==> config.mk <==
export PLATFORM = sky130hd
export DESIGN_NAME = ptw_walker
export DESIGN_NICKNAME = d
export VERILOG_FILES = /design/src/rtl/ptw_pkg.sv /design/src/rtl/ptw_index_sel.sv /design/src/rtl/ptw_ctrl.sv /design/src/rtl/ptw_walker.sv
export SDC_FILE = /design/constraint.sdc
export NUM_CORES = 1
export LEC_CHECK = 0
export CAP_MARGIN = 20
export CELL_PAD_IN_SITES_DETAIL_PLACEMENT = 1
export CELL_PAD_IN_SITES_GLOBAL_PLACEMENT = 1
export CORE_ASPECT_RATIO = 1.25
export CORE_MARGIN = 8
export CORE_UTILIZATION = 45
export DETAILED_ROUTE_END_ITERATION = 8
export DONT_BUFFER_PORTS = 1
export HOLD_SLACK_MARGIN = 0.08
export PLACE_DENSITY_LB_ADDON = 0.15
export SLEW_MARGIN = 20
export SYNTH_ARGS = -nofsm -noshare
export SYNTH_HDL_FRONTEND = slang
export SYNTH_SLANG_ARGS = --single-unit
==> constraint.sdc <==
create_clock -name clk -period 2 [get_ports clk]
set_input_delay 0.3 -clock clk [delete_from_list [all_inputs] [get_ports clk]]
set_output_delay 0.3 -clock clk [all_outputs]
set_load 0.03 [all_outputs]
==> src/rtl/ptw_pkg.sv <==
package ptw_pkg;
    parameter int LEVELS = 2;
    parameter int IDX_W  = 10;
    parameter int OFF_W  = 12;
    parameter int PTE_W  = 32;

    localparam int VA_W        = LEVELS * IDX_W + OFF_W;
    localparam int PPN_W       = PTE_W - OFF_W;
    localparam int FLAG_W      = OFF_W - 1;
    localparam int LVL_W       = (LEVELS > 1) ? $clog2(LEVELS) : 1;
    localparam int ENTRY_SHIFT = $clog2(PTE_W / 8);

    typedef enum logic [1:0] {
        W_IDLE,
        W_ISSUE,
        W_WAIT,
        W_DONE
    } walk_state_e;

    typedef struct packed {
        logic [PPN_W-1:0]  ppn;
        logic [FLAG_W-1:0] flags;
        logic              valid;
    } pte_t;

    function automatic logic [PTE_W-1:0] entry_addr(
        input logic [PPN_W-1:0] base,
        input logic [IDX_W-1:0] idx
    );
        entry_addr = {base, {OFF_W{1'b0}}} + (PTE_W'(idx) << ENTRY_SHIFT);
    endfunction
endpackage

==> src/rtl/ptw_index_sel.sv <==
module ptw_index_sel
    import ptw_pkg::*;
(
    input  logic [VA_W-1:0]  vaddr,
    input  logic [LVL_W-1:0] level,
    output logic [IDX_W-1:0] idx
);
    logic [IDX_W-1:0] field [LEVELS];

    for (genvar g = 0; g < LEVELS; g++) begin : g_field
        assign field[g] = vaddr[VA_W-1-g*IDX_W -: IDX_W];
    end

    always_comb begin
        idx = '0;
        for (int k = 0; k < LEVELS; k++) begin
            if (level == LVL_W'(k)) idx = field[k];
        end
    end
endmodule

==> src/rtl/ptw_ctrl.sv <==
module ptw_ctrl
    import ptw_pkg::*;
(
    input  logic             clk,
    input  logic             rst,
    input  logic             req_valid,
    output logic             req_ready,
    input  logic [VA_W-1:0]  req_vaddr,
    input  logic [PPN_W-1:0] req_root_ppn,
    output logic             mem_req_valid,
    input  logic             mem_req_ready,
    input  logic             mem_rsp_valid,
    input  logic [PTE_W-1:0] mem_rsp_data,
    output logic [VA_W-1:0]  vaddr_q,
    output logic [LVL_W-1:0] level_q,
    output logic [PPN_W-1:0] base_q,
    output logic             done,
    output logic             fault,
    output logic [PTE_W-1:0] paddr,
    output logic [PTE_W-1:0] pte
);
    walk_state_e state_q;
    pte_t        rsp_e;
    logic        last_level;

    assign rsp_e         = pte_t'(mem_rsp_data);
    assign last_level    = (level_q == LVL_W'(LEVELS - 1));
    assign req_ready     = (state_q == W_IDLE);
    assign mem_req_valid = (state_q == W_ISSUE);
    assign done          = (state_q == W_DONE);

    always_ff @(posedge clk) begin
        if (rst) begin
            state_q <= W_IDLE;
            vaddr_q <= '0;
            level_q <= '0;
            base_q  <= '0;
            fault   <= 1'b0;
            paddr   <= '0;
            pte     <= '0;
        end else begin
            unique case (state_q)
                W_IDLE: begin
                    if (req_valid) begin
                        vaddr_q <= req_vaddr;
                        base_q  <= req_root_ppn;
                        level_q <= '0;
                        state_q <= W_ISSUE;
                    end
                end
                W_ISSUE: begin
                    if (mem_req_ready) state_q <= W_WAIT;
                end
                W_WAIT: begin
                    if (mem_rsp_valid) begin
                        if (!rsp_e.valid) begin
                            fault   <= 1'b1;
                            paddr   <= '0;
                            pte     <= mem_rsp_data;
                            state_q <= W_DONE;
                        end else if (last_level) begin
                            fault   <= 1'b0;
                            paddr   <= {rsp_e.ppn, vaddr_q[OFF_W-1:0]};
                            pte     <= mem_rsp_data;
                            state_q <= W_DONE;
                        end else begin
                            base_q  <= rsp_e.ppn;
                            level_q <= level_q + 1'b1;
                            state_q <= W_ISSUE;
                        end
                    end
                end
                W_DONE: state_q <= W_IDLE;
                default: state_q <= W_IDLE;
            endcase
        end
    end
endmodule

==> src/rtl/ptw_walker.sv <==
module ptw_walker
    import ptw_pkg::*;
(
    input  logic             clk,
    input  logic             rst,
    input  logic             req_valid,
    output logic             req_ready,
    input  logic [VA_W-1:0]  req_vaddr,
    input  logic [PPN_W-1:0] req_root_ppn,
    output logic             mem_req_valid,
    input  logic             mem_req_ready,
    output logic [PTE_W-1:0] mem_req_addr,
    input  logic             mem_rsp_valid,
    input  logic [PTE_W-1:0] mem_rsp_data,
    output logic             done,
    output logic             fault,
    output logic [PTE_W-1:0] paddr,
    output logic [PTE_W-1:0] pte
);
    logic [VA_W-1:0]  vaddr_q;
    logic [LVL_W-1:0] level_q;
    logic [PPN_W-1:0] base_q;
    logic [IDX_W-1:0] cur_idx;

    ptw_ctrl u_ctrl (
        .clk          (clk),
        .rst          (rst),
        .req_valid    (req_valid),
        .req_ready    (req_ready),
        .req_vaddr    (req_vaddr),
        .req_root_ppn (req_root_ppn),
        .mem_req_valid(mem_req_valid),
        .mem_req_ready(mem_req_ready),
        .mem_rsp_valid(mem_rsp_valid),
        .mem_rsp_data (mem_rsp_data),
        .vaddr_q      (vaddr_q),
        .level_q      (level_q),
        .base_q       (base_q),
        .done         (done),
        .fault        (fault),
        .paddr        (paddr),
        .pte          (pte)
    );

    ptw_index_sel u_idx (
        .vaddr(vaddr_q),
        .level(level_q),
        .idx  (cur_idx)
    );

    assign mem_req_addr = entry_addr(base_q, cur_idx);
endmodule

==> results of run 1 <==
[power by group through the flow]
stage	combinational [W]	clock, W	sequential [W]
floorplan	0.000403	0	0.00269
global placement	0.000436	0	0.00271
detailed placement	0.000449	0	0.00272
CTS	0.000455	0.00307	0.00266
global route	0.000501	0.00317	0.00267
finish	0.000451	0.00301	0.00266
[cell usage in the layout (no fill, tap or decap)]
cell           instances
dfxtp_1              120
a21oi_1              100
nand2_1               65
o21ai_0               52
nand3_1               43
a211oi_1              40
mux2_2                30
inv_1                 23
clkbuf_16             17
buf_4                 13
o21ai_1               12
nand4_1                8
clkinv_4               5
nand2b_1               4
clkinvlp_4             4
dlygate4sd3_1          3
buf_12                 3
nor2_1                 2
a21o_1                 2
conb_1                 2
bufinv_16              2
and2_1                 1
nor2b_1                1
and3b_2                1
nand2b_2               1
nand3b_1               1
nor2b_4                1
o21bai_2               1
nor3b_4                1
or3b_2                 1
nand4b_1               1
a31oi_1                1
nor3_1                 1
o211ai_1               1
clkinv_2               1
clkbuf_8               1
clkbuf_1               1
inv_6                  1
buf_6                  1
[layer usage]
metal | GRT usage (%) | vias to the layer above
met2 | 35.4 | 132
met3 | 8.89 | 18
met4 | 7.98 | 0
met5 | 0 | -
met1 | 21.7 | 1995
li1 | - | 1972
[kinds of logic after synthesis]
kind of cell	count (synthesis)	synth area share [%]
buffers and inverters	85	7.73
DFF	120	49.0
AOI/OAI and AO/OA	209	23.7
other	1	0.0765
and+or+nand+nor	132	12.6
muxes	30	6.89
[repair_timing]
| action | in CTS | in global routing |
|---|---|---|
| endpoints found under the setup margin | 0 | 1 |
| endpoints found under the hold margin | 96 | 93 |
| gates resized for setup | 0 | 1 |
[worst paths after layout]
kind	from	to	slack, ns
worst max register to register	u_ctrl.state_q[1]$_SDFFE_PP0P_	u_ctrl.state_q[1]$_SDFFE_PP0P_	0.1
worst max-delay path	u_ctrl.state_q[1]$_SDFFE_PP0P_	u_ctrl.state_q[1]$_SDFFE_PP0P_	0.1
worst min register to register	u_ctrl.vaddr_q[22]$_SDFFE_PP0P_	u_ctrl.vaddr_q[22]$_SDFFE_PP0P_	0.45
worst min-delay path	rst	u_ctrl.vaddr_q[5]$_SDFFE_PP0P_	-0.04
[registers in the layout, summed over array words and instances, names as in the netlist]
register,cells
u_ctrl.level_q,1
u_ctrl.base_q,20
u_ctrl.vaddr_q,32
u_ctrl.fault,1
u_ctrl.pte,32
u_ctrl.state_q,2
u_ctrl.paddr,32
[through the flow]
step / util (%) / hold slack (ns)
after detailed placement: 46.7 / 0.381
after global routing: 52.6 / -0.0605
after global placement: 46.7 / 0.380
final: 52.6 / -0.0436
after floorplan: - / 0.433
after CTS: 52.6 / -0.0551
[layout make-up]
class | instances | area [um2] | area share, %
tap | 132 | 165 | 2.96
sequential | 120 | 2400 | 43.0
inverter | 23 | 86.3 | 1.55
clock buffer | 19 | 443 | 7.93
timing repair buffer | 20 | 199 | 3.56
multi-input combinational | 373 | 2140 | 38.4
clock inverter | 13 | 148 | 2.64
==> flow_summary.html, run 1 <==
<table>
<tr><th>Metric</th><th>Value</th></tr>
<tr><th colspan="2">Synthesis</th></tr>
<tr><td>Top flip-flop cell by instance count after synthesis</td><td>dfxtp_1</td></tr>
<tr><td>Syn avg cell area</td><td>8.50 um2</td></tr>
<tr><td>Share of synthesized area occupied by flip-flops and latches</td><td>49.0%</td></tr>
<tr><td>Summed instance area of the synthesized netlist</td><td>4900 um2</td></tr>
<tr><td>Async SR Flop Fraction</td><td>0%</td></tr>
<tr><td>Most frequent cell after synthesis</td><td>dfxtp_1</td></tr>
<tr><td>Fraction of synthesized cell area taken by the top area cell type</td><td>49.0%</td></tr>
<tr><td>Register bit count reported by yosys</td><td>120</td></tr>
<tr><td>Top cell type by total area after synthesis</td><td>dfxtp_1</td></tr>
<tr><td>Yosys warnings</td><td>0</td></tr>
<tr><td>Number of flops mapped to enable cells by yosys</td><td>0</td></tr>
<tr><td>Gate count of the mapped netlist</td><td>577</td></tr>
<tr><td>Top cell types by occurrence after synthesis</td><td>dfxtp_1, a21oi_1, nand2_1</td></tr>
<tr><td>Count of distinct cell types in the synthesized netlist</td><td>30</td></tr>
<tr><td>Dominant cells by area after synthesis</td><td>dfxtp_1, a21oi_1, mux2_2</td></tr>
<tr><th colspan="2">Finish</th></tr>
<tr><td>Finished layout cell area</td><td>5590 um2</td></tr>
<tr><td>Fraction of final layout cells sized beyond drive strength 1</td><td>14.8%</td></tr>
<tr><td>Filler cell count in the final layout</td><td>1,246</td></tr>
<tr><td>Layout overhead on the synthesized area</td><td>13.9%</td></tr>
<tr><td>Non-filler instance count after layout</td><td>700</td></tr>
<tr><td>Diodes inserted</td><td>0</td></tr>
<tr><td>Layout net count</td><td>644</td></tr>
<tr><th colspan="2">Detailed routing</th></tr>
<tr><td>Routed length per instance</td><td>21.9 um</td></tr>
<tr><td>Final WL</td><td>15.3 mm</td></tr>
<tr><td>Met2 wirelength from detailed routing</td><td>7.77 mm</td></tr>
<tr><td>Via count</td><td>4,117</td></tr>
<tr><td>DRC violation count after routing</td><td>0</td></tr>
<tr><td>Routed Antenna Nets</td><td>0</td></tr>
<tr><td>Post-route met1 wirelength</td><td>5.73 mm</td></tr>
<tr><td>First-pass DRT Iterations</td><td>4</td></tr>
<tr><td>Detailed-route vias per instance</td><td>5.88</td></tr>
<tr><td>Detailed-routed wire length on met3</td><td>1.56 mm</td></tr>
<tr><td>Top Metal Used</td><td>met4</td></tr>
<tr><td>Iteration-0 DRC Markers</td><td>224</td></tr>
<tr><th colspan="2">Timing</th></tr>
<tr><td>Final TNS setup</td><td>0 ns</td></tr>
<tr><td>Relative slew slack</td><td>55.3%</td></tr>
<tr><td>Setup repair after global routing missed its margin</td><td>false</td></tr>
<tr><td>Setup slack after layout</td><td>0.0996 ns</td></tr>
<tr><td>Least-Margin Pin Slew</td><td>0.670 ns</td></tr>
<tr><td># setup viols final</td><td>0</td></tr>
<tr><td>Final-report max-slew violation count</td><td>0</td></tr>
<tr><td>Maximum achievable frequency</td><td>526 MHz</td></tr>
<tr><td>Worst hold margin</td><td>-0.0436 ns</td></tr>
<tr><td>Final worst path period need</td><td>1.90 ns</td></tr>
<tr><td>Final period utilization</td><td>95.0%</td></tr>
<tr><td>Final hold viol count</td><td>90</td></tr>
<tr><td>Clock tree skew after final layout</td><td>0.00893 ns</td></tr>
<tr><th colspan="2">Clock network</th></tr>
<tr><td>Hold-fix buffer count after cts</td><td>3</td></tr>
<tr><td>Num CTS Buffers</td><td>17</td></tr>
<tr><td>H-tree levels</td><td>4</td></tr>
<tr><td>Clock insertion delay at the later pin of the skew report</td><td>0.41 ns</td></tr>
<tr><td>Sinks on the clock net</td><td>120</td></tr>
<tr><td>Max Root-Sink Buffers</td><td>2</td></tr>
<tr><td>Post-CTS setup repair buffer count</td><td>0</td></tr>
<tr><td>TritonCTS clock tree</td><td>done</td></tr>
<tr><td>Root Driver</td><td>clkbuf_16</td></tr>
<tr><td>Clock transition time at the flip-flop clock pins of the worst setup and hold paths</td><td>0.06 ns</td></tr>
<tr><th colspan="2">Placed design</th></tr>
<tr><td>Gpl congestion</td><td>0.802</td></tr>
<tr><td>Pre-CTS setup slack</td><td>0.266 ns</td></tr>
<tr><td>Number of cells in the design after placement</td><td>665</td></tr>
<tr><td>Post-detailed-placement half-perimeter wirelength</td><td>10.7 mm</td></tr>
<tr><td>DP Area</td><td>4960 um2</td></tr>
<tr><td>Input/output buffers</td><td>0</td></tr>
<tr><th colspan="2">Global route</th></tr>
<tr><td>Global-route wire length before repair</td><td>23.6 mm</td></tr>
<tr><td>Vias in the first global route</td><td>4,354</td></tr>
<tr><td>Total global routing track utilization</td><td>20.7%</td></tr>
<tr><td>Pin count of the biggest net entering global routing</td><td>97</td></tr>
<tr><td>Global-route congestion overflow total</td><td>0</td></tr>
<tr><td>Number of antenna violations at the first check in global routing</td><td>0</td></tr>
<tr><th colspan="2">Pwr</th></tr>
<tr><td>LEAKAGE</td><td>1.91 nW</td></tr>
<tr><td>Cell Int Power</td><td>0.00453 W</td></tr>
<tr><td>Power after layout</td><td>0.00612 W</td></tr>
<tr><td>VDD IR max</td><td>538 uV</td></tr>
<tr><td>Combinational fraction of design power</td><td>7.4%</td></tr>
<tr><td>Power density over cell area</td><td>1100 nW/um2</td></tr>
<tr><td>Proportion of power drawn by the clock network</td><td>49.1%</td></tr>
<tr><td>Seq pwr share</td><td>43.5%</td></tr>
<tr><td>Switch Pwr</td><td>0.00158 W</td></tr>
<tr><td>Sw Ratio</td><td>25.9%</td></tr>
<tr><th colspan="2">Critical path</th></tr>
<tr><td>Max stage delay cell, worst path</td><td>dfxtp_1</td></tr>
<tr><td>Stages on worst setup path</td><td>6</td></tr>
<tr><td>Cell class contributing the biggest share of worst-path delay</td><td>buffers and inverters</td></tr>
<tr><td>Critical path buffers and inverters</td><td>3</td></tr>
<tr><td>Top fanout value on the critical path</td><td>12</td></tr>
<tr><td>Critical path type</td><td>flop to flop</td></tr>
<tr><td>Worst-path cell chain</td><td>buf_4 -&gt; nor2b_1 -&gt; buf_4 -&gt; nand2_1 -&gt; a21oi_1 -&gt; dlygate4sd3_1</td></tr>
<tr><td>Critical Path Most Common Cell</td><td>buf_4</td></tr>
<tr><td>Cell depth of the worst flop-to-flop path</td><td>6</td></tr>
<tr><td>Crit path capture type</td><td>flop</td></tr>
<tr><td>Element type at the critical path start</td><td>flop</td></tr>
<tr><td>Data required time at the worst endpoint</td><td>2.29 ns</td></tr>
<tr><td>Critical path's largest stage delay</td><td>0.60 ns</td></tr>
<tr><td>Arrival time of the worst setup path</td><td>2.19 ns</td></tr>
<tr><th colspan="2">Floorplan</th></tr>
<tr><td>Full die area</td><td>14,500 um2</td></tr>
<tr><td>Die X</td><td>109 um</td></tr>
<tr><td>Boundary Pins</td><td>189</td></tr>
<tr><td>Row count</td><td>42</td></tr>
<tr><td>Core area</td><td>10,600 um2</td></tr>
<tr><td>Chip height</td><td>133 um</td></tr>
<tr><td>Starting density of the core</td><td>46.2%</td></tr>
<tr><th colspan="2">Run status</th></tr>
<tr><td>Status</td><td>finished, violations left</td></tr>
<tr><td>Violated checks</td><td>hold timing</td></tr>
<tr><th colspan="2">Hold path</th></tr>
<tr><td>Hold/Removal Path Class</td><td>input port to flop</td></tr>
<tr><td>Cell depth of the worst min-delay path</td><td>1</td></tr>
<tr><th colspan="2">Run</th></tr>
<tr><td>Maximum capacitance violations</td><td>0</td></tr>
</table>
Power figures use the tool's default switching activity.
==> run 2, diff against run 1 <==
--- a/config.mk
+++ b/config.mk
@@ -14,6 +14,7 @@
 export DETAILED_ROUTE_END_ITERATION = 8
 export DONT_BUFFER_PORTS = 1
 export HOLD_SLACK_MARGIN = 0.08
+export MAX_ROUTING_LAYER = met4
 export PLACE_DENSITY_LB_ADDON = 0.15
 export SLEW_MARGIN = 20
 export SYNTH_ARGS = -nofsm -noshare
==> flow_summary.html, run 2 (synthesis gave the netlist of run 1 again) <==
<table>
<tr><th>Metric</th><th>Value</th></tr>
<tr><th colspan="2">Placed design</th></tr>
<tr><td>Gpl congestion</td><td>0.813 (+1.4%)</td></tr>
<tr><td>Input/output buffers</td><td>0 (unchanged)</td></tr>
<tr><td>Post-detailed-placement half-perimeter wirelength</td><td>10.7 mm (unchanged)</td></tr>
<tr><th colspan="2">Detailed routing</th></tr>
<tr><td>First-pass DRT Iterations</td><td>4 (unchanged)</td></tr>
<tr><td>Routed length per instance</td><td>21.8 um (-0.44%)</td></tr>
<tr><td>Via count</td><td>4,135 (+0.44%)</td></tr>
<tr><td>Final WL</td><td>15.3 mm (-0.44%)</td></tr>
<tr><td>Routed Antenna Nets</td><td>0 (unchanged)</td></tr>
<tr><td>Iteration-0 DRC Markers</td><td>254 (+13%)</td></tr>
<tr><td>DRC violation count after routing</td><td>0 (unchanged)</td></tr>
<tr><td>Detailed-route vias per instance</td><td>5.91 (+0.44%)</td></tr>
<tr><th colspan="2">Timing</th></tr>
<tr><td>Least-Margin Pin Slew</td><td>0.673 ns (+0.00314 ns)</td></tr>
<tr><td># setup viols final</td><td>0 (unchanged)</td></tr>
<tr><td>Final hold viol count</td><td>92 (+2.2%)</td></tr>
<tr><td>Maximum achievable frequency</td><td>529 MHz (+0.55%)</td></tr>
<tr><td>Final TNS setup</td><td>0 ns (unchanged)</td></tr>
<tr><td>Relative slew slack</td><td>55.1% (-0.21 points)</td></tr>
<tr><td>Final period utilization</td><td>94.5% (-0.52 points)</td></tr>
<tr><td>Clock tree skew after final layout</td><td>0.0101 ns (+0.00113 ns)</td></tr>
<tr><td>Worst hold margin</td><td>-0.0443 ns (-0.000660 ns)</td></tr>
<tr><td>Final-report max-slew violation count</td><td>0 (unchanged)</td></tr>
<tr><td>Final worst path period need</td><td>1.89 ns (-0.0103 ns)</td></tr>
<tr><td>Setup repair after global routing missed its margin</td><td>false</td></tr>
<tr><th colspan="2">Run</th></tr>
<tr><td>Maximum capacitance violations</td><td>0 (unchanged)</td></tr>
<tr><th colspan="2">Critical path</th></tr>
<tr><td>Reg2Reg Launch Point</td><td>u_ctrl.state_q[1]$_SDFFE_PP0P_</td></tr>
<tr><td>Worst-path cell chain</td><td>buf_4 -&gt; nor2b_1 -&gt; buf_4 -&gt; nand2_1 -&gt; a21oi_1 -&gt; dlygate4sd3_1</td></tr>
<tr><td>Critical Path Most Common Cell</td><td>buf_4</td></tr>
<tr><td>Top fanout value on the critical path</td><td>12 (unchanged)</td></tr>
<tr><td>Arrival time of the worst setup path</td><td>2.18 ns (about the same)</td></tr>
<tr><td>Element type at the critical path start</td><td>flop</td></tr>
<tr><td>Startpoint of the worst setup timing path</td><td>u_ctrl.state_q[1]$_SDFFE_PP0P_</td></tr>
<tr><td>Max stage delay cell, worst path</td><td>dfxtp_1</td></tr>
<tr><td>Data required time at the worst endpoint</td><td>2.29 ns (about the same)</td></tr>
<tr><td>Crit path capture type</td><td>flop</td></tr>
<tr><td>Critical path's largest stage delay</td><td>0.59 ns (about the same)</td></tr>
<tr><td>Critical path type</td><td>flop to flop</td></tr>
<tr><th colspan="2">Global route</th></tr>
<tr><td>Vias in the first global route</td><td>4,365 (+0.25%)</td></tr>
<tr><td>Number of antenna violations at the first check in global routing</td><td>0 (unchanged)</td></tr>
<tr><td>Total global routing track utilization</td><td>21.4% (+0.62 points)</td></tr>
<tr><td>Global-route wire length before repair</td><td>23.6 mm (-0.11%)</td></tr>
<tr><td>Global-route congestion overflow total</td><td>0 (unchanged)</td></tr>
<tr><td>Pin count of the biggest net entering global routing</td><td>97 (unchanged)</td></tr>
<tr><th colspan="2">Floorplan</th></tr>
<tr><td>Die X</td><td>109 um (unchanged)</td></tr>
<tr><td>Starting density of the core</td><td>46.2% (unchanged)</td></tr>
<tr><td>Full die area</td><td>14,500 um2 (unchanged)</td></tr>
<tr><td>Core area</td><td>10,600 um2 (unchanged)</td></tr>
<tr><td>Chip height</td><td>133 um (unchanged)</td></tr>
<tr><td>Row count</td><td>42 (unchanged)</td></tr>
<tr><td>Boundary Pins</td><td>189 (unchanged)</td></tr>
<tr><th colspan="2">Hold path</th></tr>
<tr><td>Hold/Removal Path Class</td><td>input port to flop</td></tr>
<tr><td>Startpoint of the most critical hold path</td><td>rst</td></tr>
<tr><th colspan="2">Clock network</th></tr>
<tr><td>Clock transition time at the flip-flop clock pins of the worst setup and hold paths</td><td>0.06 ns (about the same)</td></tr>
<tr><td>Sinks on the clock net</td><td>120 (unchanged)</td></tr>
<tr><td>Root Driver</td><td>clkbuf_16</td></tr>
<tr><td>Clock insertion delay at the later pin of the skew report</td><td>0.41 ns (about the same)</td></tr>
<tr><td>H-tree levels</td><td>4 (unchanged)</td></tr>
<tr><td>Num CTS Buffers</td><td>17 (unchanged)</td></tr>
<tr><td>TritonCTS clock tree</td><td>done</td></tr>
<tr><td>Hold-fix buffer count after cts</td><td>3 (unchanged)</td></tr>
<tr><td>Max Root-Sink Buffers</td><td>2 (unchanged)</td></tr>
<tr><th colspan="2">Pwr</th></tr>
<tr><td>Power density over cell area</td><td>1100 nW/um2 (about the same)</td></tr>
<tr><td>LEAKAGE</td><td>1.91 nW (unchanged)</td></tr>
<tr><td>VDD IR max</td><td>538 uV (+0.15%)</td></tr>
<tr><th colspan="2">Run status</th></tr>
<tr><td>Violated checks</td><td>hold timing</td></tr>
<tr><td>Status</td><td>finished, violations left</td></tr>
<tr><th colspan="2">Finish</th></tr>
<tr><td>Diodes inserted</td><td>0 (unchanged)</td></tr>
<tr><td>Layout net count</td><td>644 (unchanged)</td></tr>
<tr><td>Most frequent cells in the layout</td><td>dfxtp_1, a21oi_1, nand2_1</td></tr>
<tr><td>Largest registers</td><td>u_ctrl.paddr (32), u_ctrl.pte (32), u_ctrl.vaddr_q (32)</td></tr>
<tr><td>Most frequent standard cell in the layout excluding fill and tap cells</td><td>dfxtp_1</td></tr>
<tr><td>Fraction of final layout cells sized beyond drive strength 1</td><td>14.8% (unchanged)</td></tr>
<tr><td>Filler cell count in the final layout</td><td>1,246 (unchanged)</td></tr>
<tr><td>Post-layout utilization of the core</td><td>52.6% (unchanged)</td></tr>
<tr><td>Layout overhead on the synthesized area</td><td>13.9% (unchanged)</td></tr>
</table>
run 2: cell counts in the layout (fill, tap and decap cells not counted):
Identical to the previous run, type by type.
run 2: path summary, 6_finish.rpt:
check	endpoint	slack [ns]	cells past startpoint
setup reg to reg	u_ctrl.state_q[1]$_SDFFE_PP0P_	0.11	6
setup / recovery	u_ctrl.state_q[1]$_SDFFE_PP0P_	0.11	6
hold / removal	u_ctrl.vaddr_q[22]$_SDFFE_PP0P_	-0.04	1
hold reg to reg	u_ctrl.vaddr_q[22]$_SDFFE_PP0P_	0.45	2
run 2: critical path, delay by kind of cell (launching register included):
kind | cells | cell delay, ns
DFF | 1 | 0.59
buffers and inverters | 3 | 0.99
and+or+nand+nor | 2 | 0.14
AOI/OAI and AO/OA | 1 | 0.06
run 2: final cells by class:
| cell class | count | area [um2] | area share [%] |
|---|---|---|---|
| clock buffer | 19 | 443 | 7.93 |
| clock inverter | 13 | 148 | 2.64 |
| inverter | 23 | 86.3 | 1.55 |
| multi-input combinational | 373 | 2140 | 38.4 |
| sequential | 120 | 2400 | 43.0 |
| tap | 132 | 165 | 2.96 |
| timing repair buffer | 20 | 199 | 3.56 |
run 2: routing by layer:
metal / up-vias / share of wire, % / track usage [%]
met5: - / 0 / -
met4: 0 / 1.7 / 7.30
met3: 19 / 9.7 / 8.79
met2: 137 / 51 / 35.5
met1: 2006 / 38 / 22.1
li1: 1973 / - / -
run 2: what timing repair did:
| action | in CTS | in global routing |
|---|---|---|
| hold endpoints to repair | 96 | 93 |
| buffers inserted | 0 | 0 |
| setup endpoints to repair | 0 | 1 |
| gates resized for setup | 0 | 1 |
run 2: metrics by stage:
stage	worst slack, ns	area [um2]	power [W]	cells	hold slack (ns)
6_report	0.110	5590	0.00612	700	-0.0443
5_1_grt	0.0577	5590	0.00635	700	-0.0628
4_1_cts	0.0913	5580	0.00619	700	-0.0551
3_5_place_dp	0.266	4960	0.00317	665	0.381
3_3_place_gp	0.384	4960	0.00315	665	0.380
2_1_floorplan	0.475	4910	0.00309	578	0.433
run 2: where the power goes:
group	total [W]	internal (W)	switching (W)
combinational	0.000450	0.000168	0.000283
sequential	0.00266	0.00249	0.000170
clock	0.00301	0.00188	0.00114
total	0.00612	0.00453	0.00159
==> run 3, diff against run 2 <==
--- a/config.mk
+++ b/config.mk
@@ -10,7 +10,7 @@
 export CELL_PAD_IN_SITES_GLOBAL_PLACEMENT = 1
 export CORE_ASPECT_RATIO = 1.25
 export CORE_MARGIN = 8
-export CORE_UTILIZATION = 45
+export CORE_UTILIZATION = 48
 export DETAILED_ROUTE_END_ITERATION = 8
 export DONT_BUFFER_PORTS = 1
 export HOLD_SLACK_MARGIN = 0.08
==> constraint.sdc (replaced) <==
create_clock -name clk -period 2.42 [get_ports clk]
set_input_delay 0.363 -clock clk [delete_from_list [all_inputs] [get_ports clk]]
set_output_delay 0.363 -clock clk [all_outputs]
set_load 0.03 [all_outputs]
==> flow_summary.html, run 3 (synthesis gave the netlist of run 1 again) <==
<table>
<tr><th>Metric</th><th>Value</th></tr>
<tr><th colspan="2">Detailed routing</th></tr>
<tr><td>Detailed-route vias per instance</td><td>6.02 (+1.9%)</td></tr>
<tr><td>Routed Antenna Nets</td><td>0 (unchanged)</td></tr>
<tr><td>Final WL</td><td>16.1 mm (+5.4%)</td></tr>
<tr><td>Routed length per instance</td><td>22.6 um (+3.6%)</td></tr>
<tr><td>Iteration-0 DRC Markers</td><td>156 (-39%)</td></tr>
<tr><td>First-pass DRT Iterations</td><td>5 (+1)</td></tr>
<tr><td>DRC violation count after routing</td><td>0 (unchanged)</td></tr>
<tr><td>Via count</td><td>4,284 (+3.6%)</td></tr>
<tr><th colspan="2">Critical path</th></tr>
<tr><td>Critical path buffers and inverters</td><td>1 (-2)</td></tr>
<tr><td>Critical path's largest stage delay</td><td>0.80 ns (+0.21 ns)</td></tr>
<tr><td>Crit path capture type</td><td>flop</td></tr>
<tr><td>Critical path type</td><td>flop to flop</td></tr>
<tr><td>Worst-path cell chain</td><td>or3b_2 -&gt; nand2_1 -&gt; a21oi_1 -&gt; dlygate4sd3_1</td></tr>
<tr><td>Data required time at the worst endpoint</td><td>2.72 ns (+0.43 ns)</td></tr>
<tr><td>Cell depth of the worst flop-to-flop path</td><td>4 (-2)</td></tr>
<tr><td>Stages on worst setup path</td><td>4 (-2)</td></tr>
<tr><td>Top fanout value on the critical path</td><td>32 (+20)</td></tr>
<tr><td>Cell class contributing the biggest share of worst-path delay</td><td>simple AND/OR/NAND/NOR gates</td></tr>
<tr><td>Element type at the critical path start</td><td>flop</td></tr>
<tr><td>Arrival time of the worst setup path</td><td>2.45 ns (+0.27 ns)</td></tr>
<tr><td>Max stage delay cell, worst path</td><td>or3b_2</td></tr>
<tr><th colspan="2">Floorplan</th></tr>
<tr><td>Chip height</td><td>129 um (-2.8%)</td></tr>
<tr><td>Row count</td><td>41 (-2.4%)</td></tr>
<tr><td>Starting density of the core</td><td>49.0% (+2.8 points)</td></tr>
<tr><td>Core area</td><td>10,000 um2 (-5.8%)</td></tr>
<tr><td>Full die area</td><td>13,700 um2 (-5.4%)</td></tr>
<tr><td>Boundary Pins</td><td>189 (unchanged)</td></tr>
<tr><td>Die X</td><td>106 um (-2.7%)</td></tr>
<tr><th colspan="2">Placed design</th></tr>
<tr><td>DP Area</td><td>4920 um2 (-0.78%)</td></tr>
<tr><td>Number of cells in the design after placement</td><td>659 (-0.90%)</td></tr>
<tr><td>Post-detailed-placement half-perimeter wirelength</td><td>10.8 mm (+1.1%)</td></tr>
<tr><td>Input/output buffers</td><td>0 (unchanged)</td></tr>
<tr><td>Gpl congestion</td><td>0.805 (-1.0%)</td></tr>
<tr><th colspan="2">Clock network</th></tr>
<tr><td>Clock insertion delay at the later pin of the skew report</td><td>0.41 ns (about the same)</td></tr>
<tr><td>Clock transition time at the flip-flop clock pins of the worst setup and hold paths</td><td>0.06 ns (about the same)</td></tr>
<tr><td>Post-CTS setup repair buffer count</td><td>0 (unchanged)</td></tr>
<tr><td>TritonCTS clock tree</td><td>done</td></tr>
<tr><td>Root Driver</td><td>clkbuf_16</td></tr>
<tr><td>Num CTS Buffers</td><td>17 (unchanged)</td></tr>
<tr><td>Sinks on the clock net</td><td>120 (unchanged)</td></tr>
<tr><td>H-tree levels</td><td>4 (unchanged)</td></tr>
<tr><td>Max Root-Sink Buffers</td><td>2 (unchanged)</td></tr>
<tr><th colspan="2">Finish</th></tr>
<tr><td>Layout overhead on the synthesized area</td><td>18.4%</td></tr>
<tr><td>Total area of sequential cells</td><td>2400 um2 (unchanged)</td></tr>
<tr><td>Diodes inserted</td><td>0 (unchanged)</td></tr>
<tr><td>Layout net count</td><td>659 (+2.3%)</td></tr>
<tr><td>Most frequent standard cell in the layout excluding fill and tap cells</td><td>dfxtp_1</td></tr>
<tr><td>Fraction of final layout cells sized beyond drive strength 1</td><td>14.2% (-0.55 points)</td></tr>
<tr><td>Finished layout cell area</td><td>5800 um2 (+3.9%)</td></tr>
<tr><td>Combined area of the multi-input logic cells</td><td>2150 um2 (+0.35%)</td></tr>
<tr><td>Largest registers</td><td>u_ctrl.paddr (32), u_ctrl.pte (32), u_ctrl.vaddr_q (32)</td></tr>
<tr><td>Most frequent cells in the layout</td><td>dfxtp_1, a21oi_1, nand2_1</td></tr>
<tr><td>Filler cell count in the final layout</td><td>1,155 (-7.3%)</td></tr>
<tr><td>Non-filler instance count after layout</td><td>712 (+1.7%)</td></tr>
<tr><th colspan="2">Pwr</th></tr>
<tr><td>LEAKAGE</td><td>2.01 nW (+5.3%)</td></tr>
<tr><td>Power density over cell area</td><td>917 nW/um2 (-16%)</td></tr>
<tr><td>VDD IR max</td><td>490 uV (-9.0%)</td></tr>
<tr><th colspan="2">Global route</th></tr>
<tr><td>Pin count of the biggest net entering global routing</td><td>96 (-1.0%)</td></tr>
<tr><td>Number of antenna violations at the first check in global routing</td><td>0 (unchanged)</td></tr>
<tr><td>Total global routing track utilization</td><td>23.6% (+2.3 points)</td></tr>
<tr><td>Global-route congestion overflow total</td><td>0 (unchanged)</td></tr>
<tr><td>Global-route wire length before repair</td><td>24.4 mm (+3.3%)</td></tr>
<tr><td>Vias in the first global route</td><td>4,404 (+0.89%)</td></tr>
<tr><th colspan="2">Timing</th></tr>
<tr><td>Relative slew slack</td><td>51.1% (-4.0 points)</td></tr>
<tr><td>Maximum achievable frequency</td><td>466 MHz (-12%)</td></tr>
<tr><td>Least-Margin Pin Slew</td><td>0.731 ns (+0.0583 ns)</td></tr>
<tr><td>Clock tree skew after final layout</td><td>0.00905 ns (-0.00101 ns)</td></tr>
<tr><td>Final TNS setup</td><td>0 ns (unchanged)</td></tr>
<tr><td>Final period utilization</td><td>88.7% (-5.8 points)</td></tr>
<tr><td># setup viols final</td><td>0 (unchanged)</td></tr>
<tr><td>Setup repair after global routing missed its margin</td><td>false</td></tr>
<tr><td>Worst hold margin</td><td>0.0930 ns (+0.137 ns)</td></tr>
<tr><td>Final hold viol count</td><td>0 (-100%)</td></tr>
<tr><td>Final-report max-slew violation count</td><td>0 (unchanged)</td></tr>
<tr><td>Final worst path period need</td><td>2.15 ns (+0.257 ns)</td></tr>
<tr><th colspan="2">Run status</th></tr>
<tr><td>Status</td><td>finished clean</td></tr>
<tr><th colspan="2">Hold path</th></tr>
<tr><td>Hold/Removal Path Class</td><td>input port to flop</td></tr>
<tr><td>Cell depth of the worst min-delay path</td><td>2 (+1)</td></tr>
<tr><th colspan="2">Run</th></tr>
<tr><td>Maximum capacitance violations</td><td>0 (unchanged)</td></tr>
</table>
-- run 3: worst paths after layout --
| path | from | to | slack (ns) |
|---|---|---|---|
| max reg2reg | u_ctrl.state_q[1]$_SDFFE_PP0P_ | u_ctrl.vaddr_q[21]$_SDFFE_PP0P_ | 0.27 |
| min reg2reg | u_ctrl.vaddr_q[15]$_SDFFE_PP0P_ | u_ctrl.vaddr_q[15]$_SDFFE_PP0P_ | 0.45 |
| max | u_ctrl.state_q[1]$_SDFFE_PP0P_ | u_ctrl.vaddr_q[21]$_SDFFE_PP0P_ | 0.27 |
| min | mem_rsp_data[6] | u_ctrl.pte[6]$_SDFFE_PP0P_ | 0.09 |
-- run 3: report_power, final --
| group | leakage (nW) | switching, W | internal (W) |
|---|---|---|---|
| Combinational | 0.722 | 0.000270 | 0.000156 |
| Clock | 0.316 | 0.000905 | 0.00179 |
| Sequential | 0.977 | 0.000140 | 0.00206 |
-- run 3: worst reg2reg max path, stage by stage, from the launching register on --
cell and delay [ns]:
dfxtp_1 0.39, or3b_2 0.80, nand2_1 0.19, a21oi_1 0.09, dlygate4sd3_1 0.57
-- run 3: final cells by class --
class,instances,share of cell area (%)
flip-flops and latches,120,41.4
clock inverters,9,2.37
repair buffers,35,6.17
multi-input cells,373,37.0
well taps,129,2.78
inverters,23,1.49
clock buffers,23,8.75
-- run 3: repair_timing --
item                                   CTS  global route
endpoints found under the hold margin   95             0
hold buffers                            21             0
resized for setup                        0             0
-- run 3: through the flow --
stage	setup WS, ns	util, %	power, W
2_1_floorplan	0.832	-	0.00255
3_3_place_gp	0.699	49.2	0.00259
3_5_place_dp	0.600	49.2	0.00261
4_1_cts	0.323	57.9	0.00536
5_1_grt	0.177	58.0	0.00548
6_report	0.273	58.0	0.00532
-- run 3: routing by layer --
layer | vias to the layer above | GRT usage (%) | wire length [um]
met4 | 0 | 11.1 | 459
met1 | 2083 | 22.8 | 5800
met5 | - | - | 0
met2 | 165 | 40.8 | 8340
met3 | 33 | 9.15 | 1490
li1 | 2003 | - | -
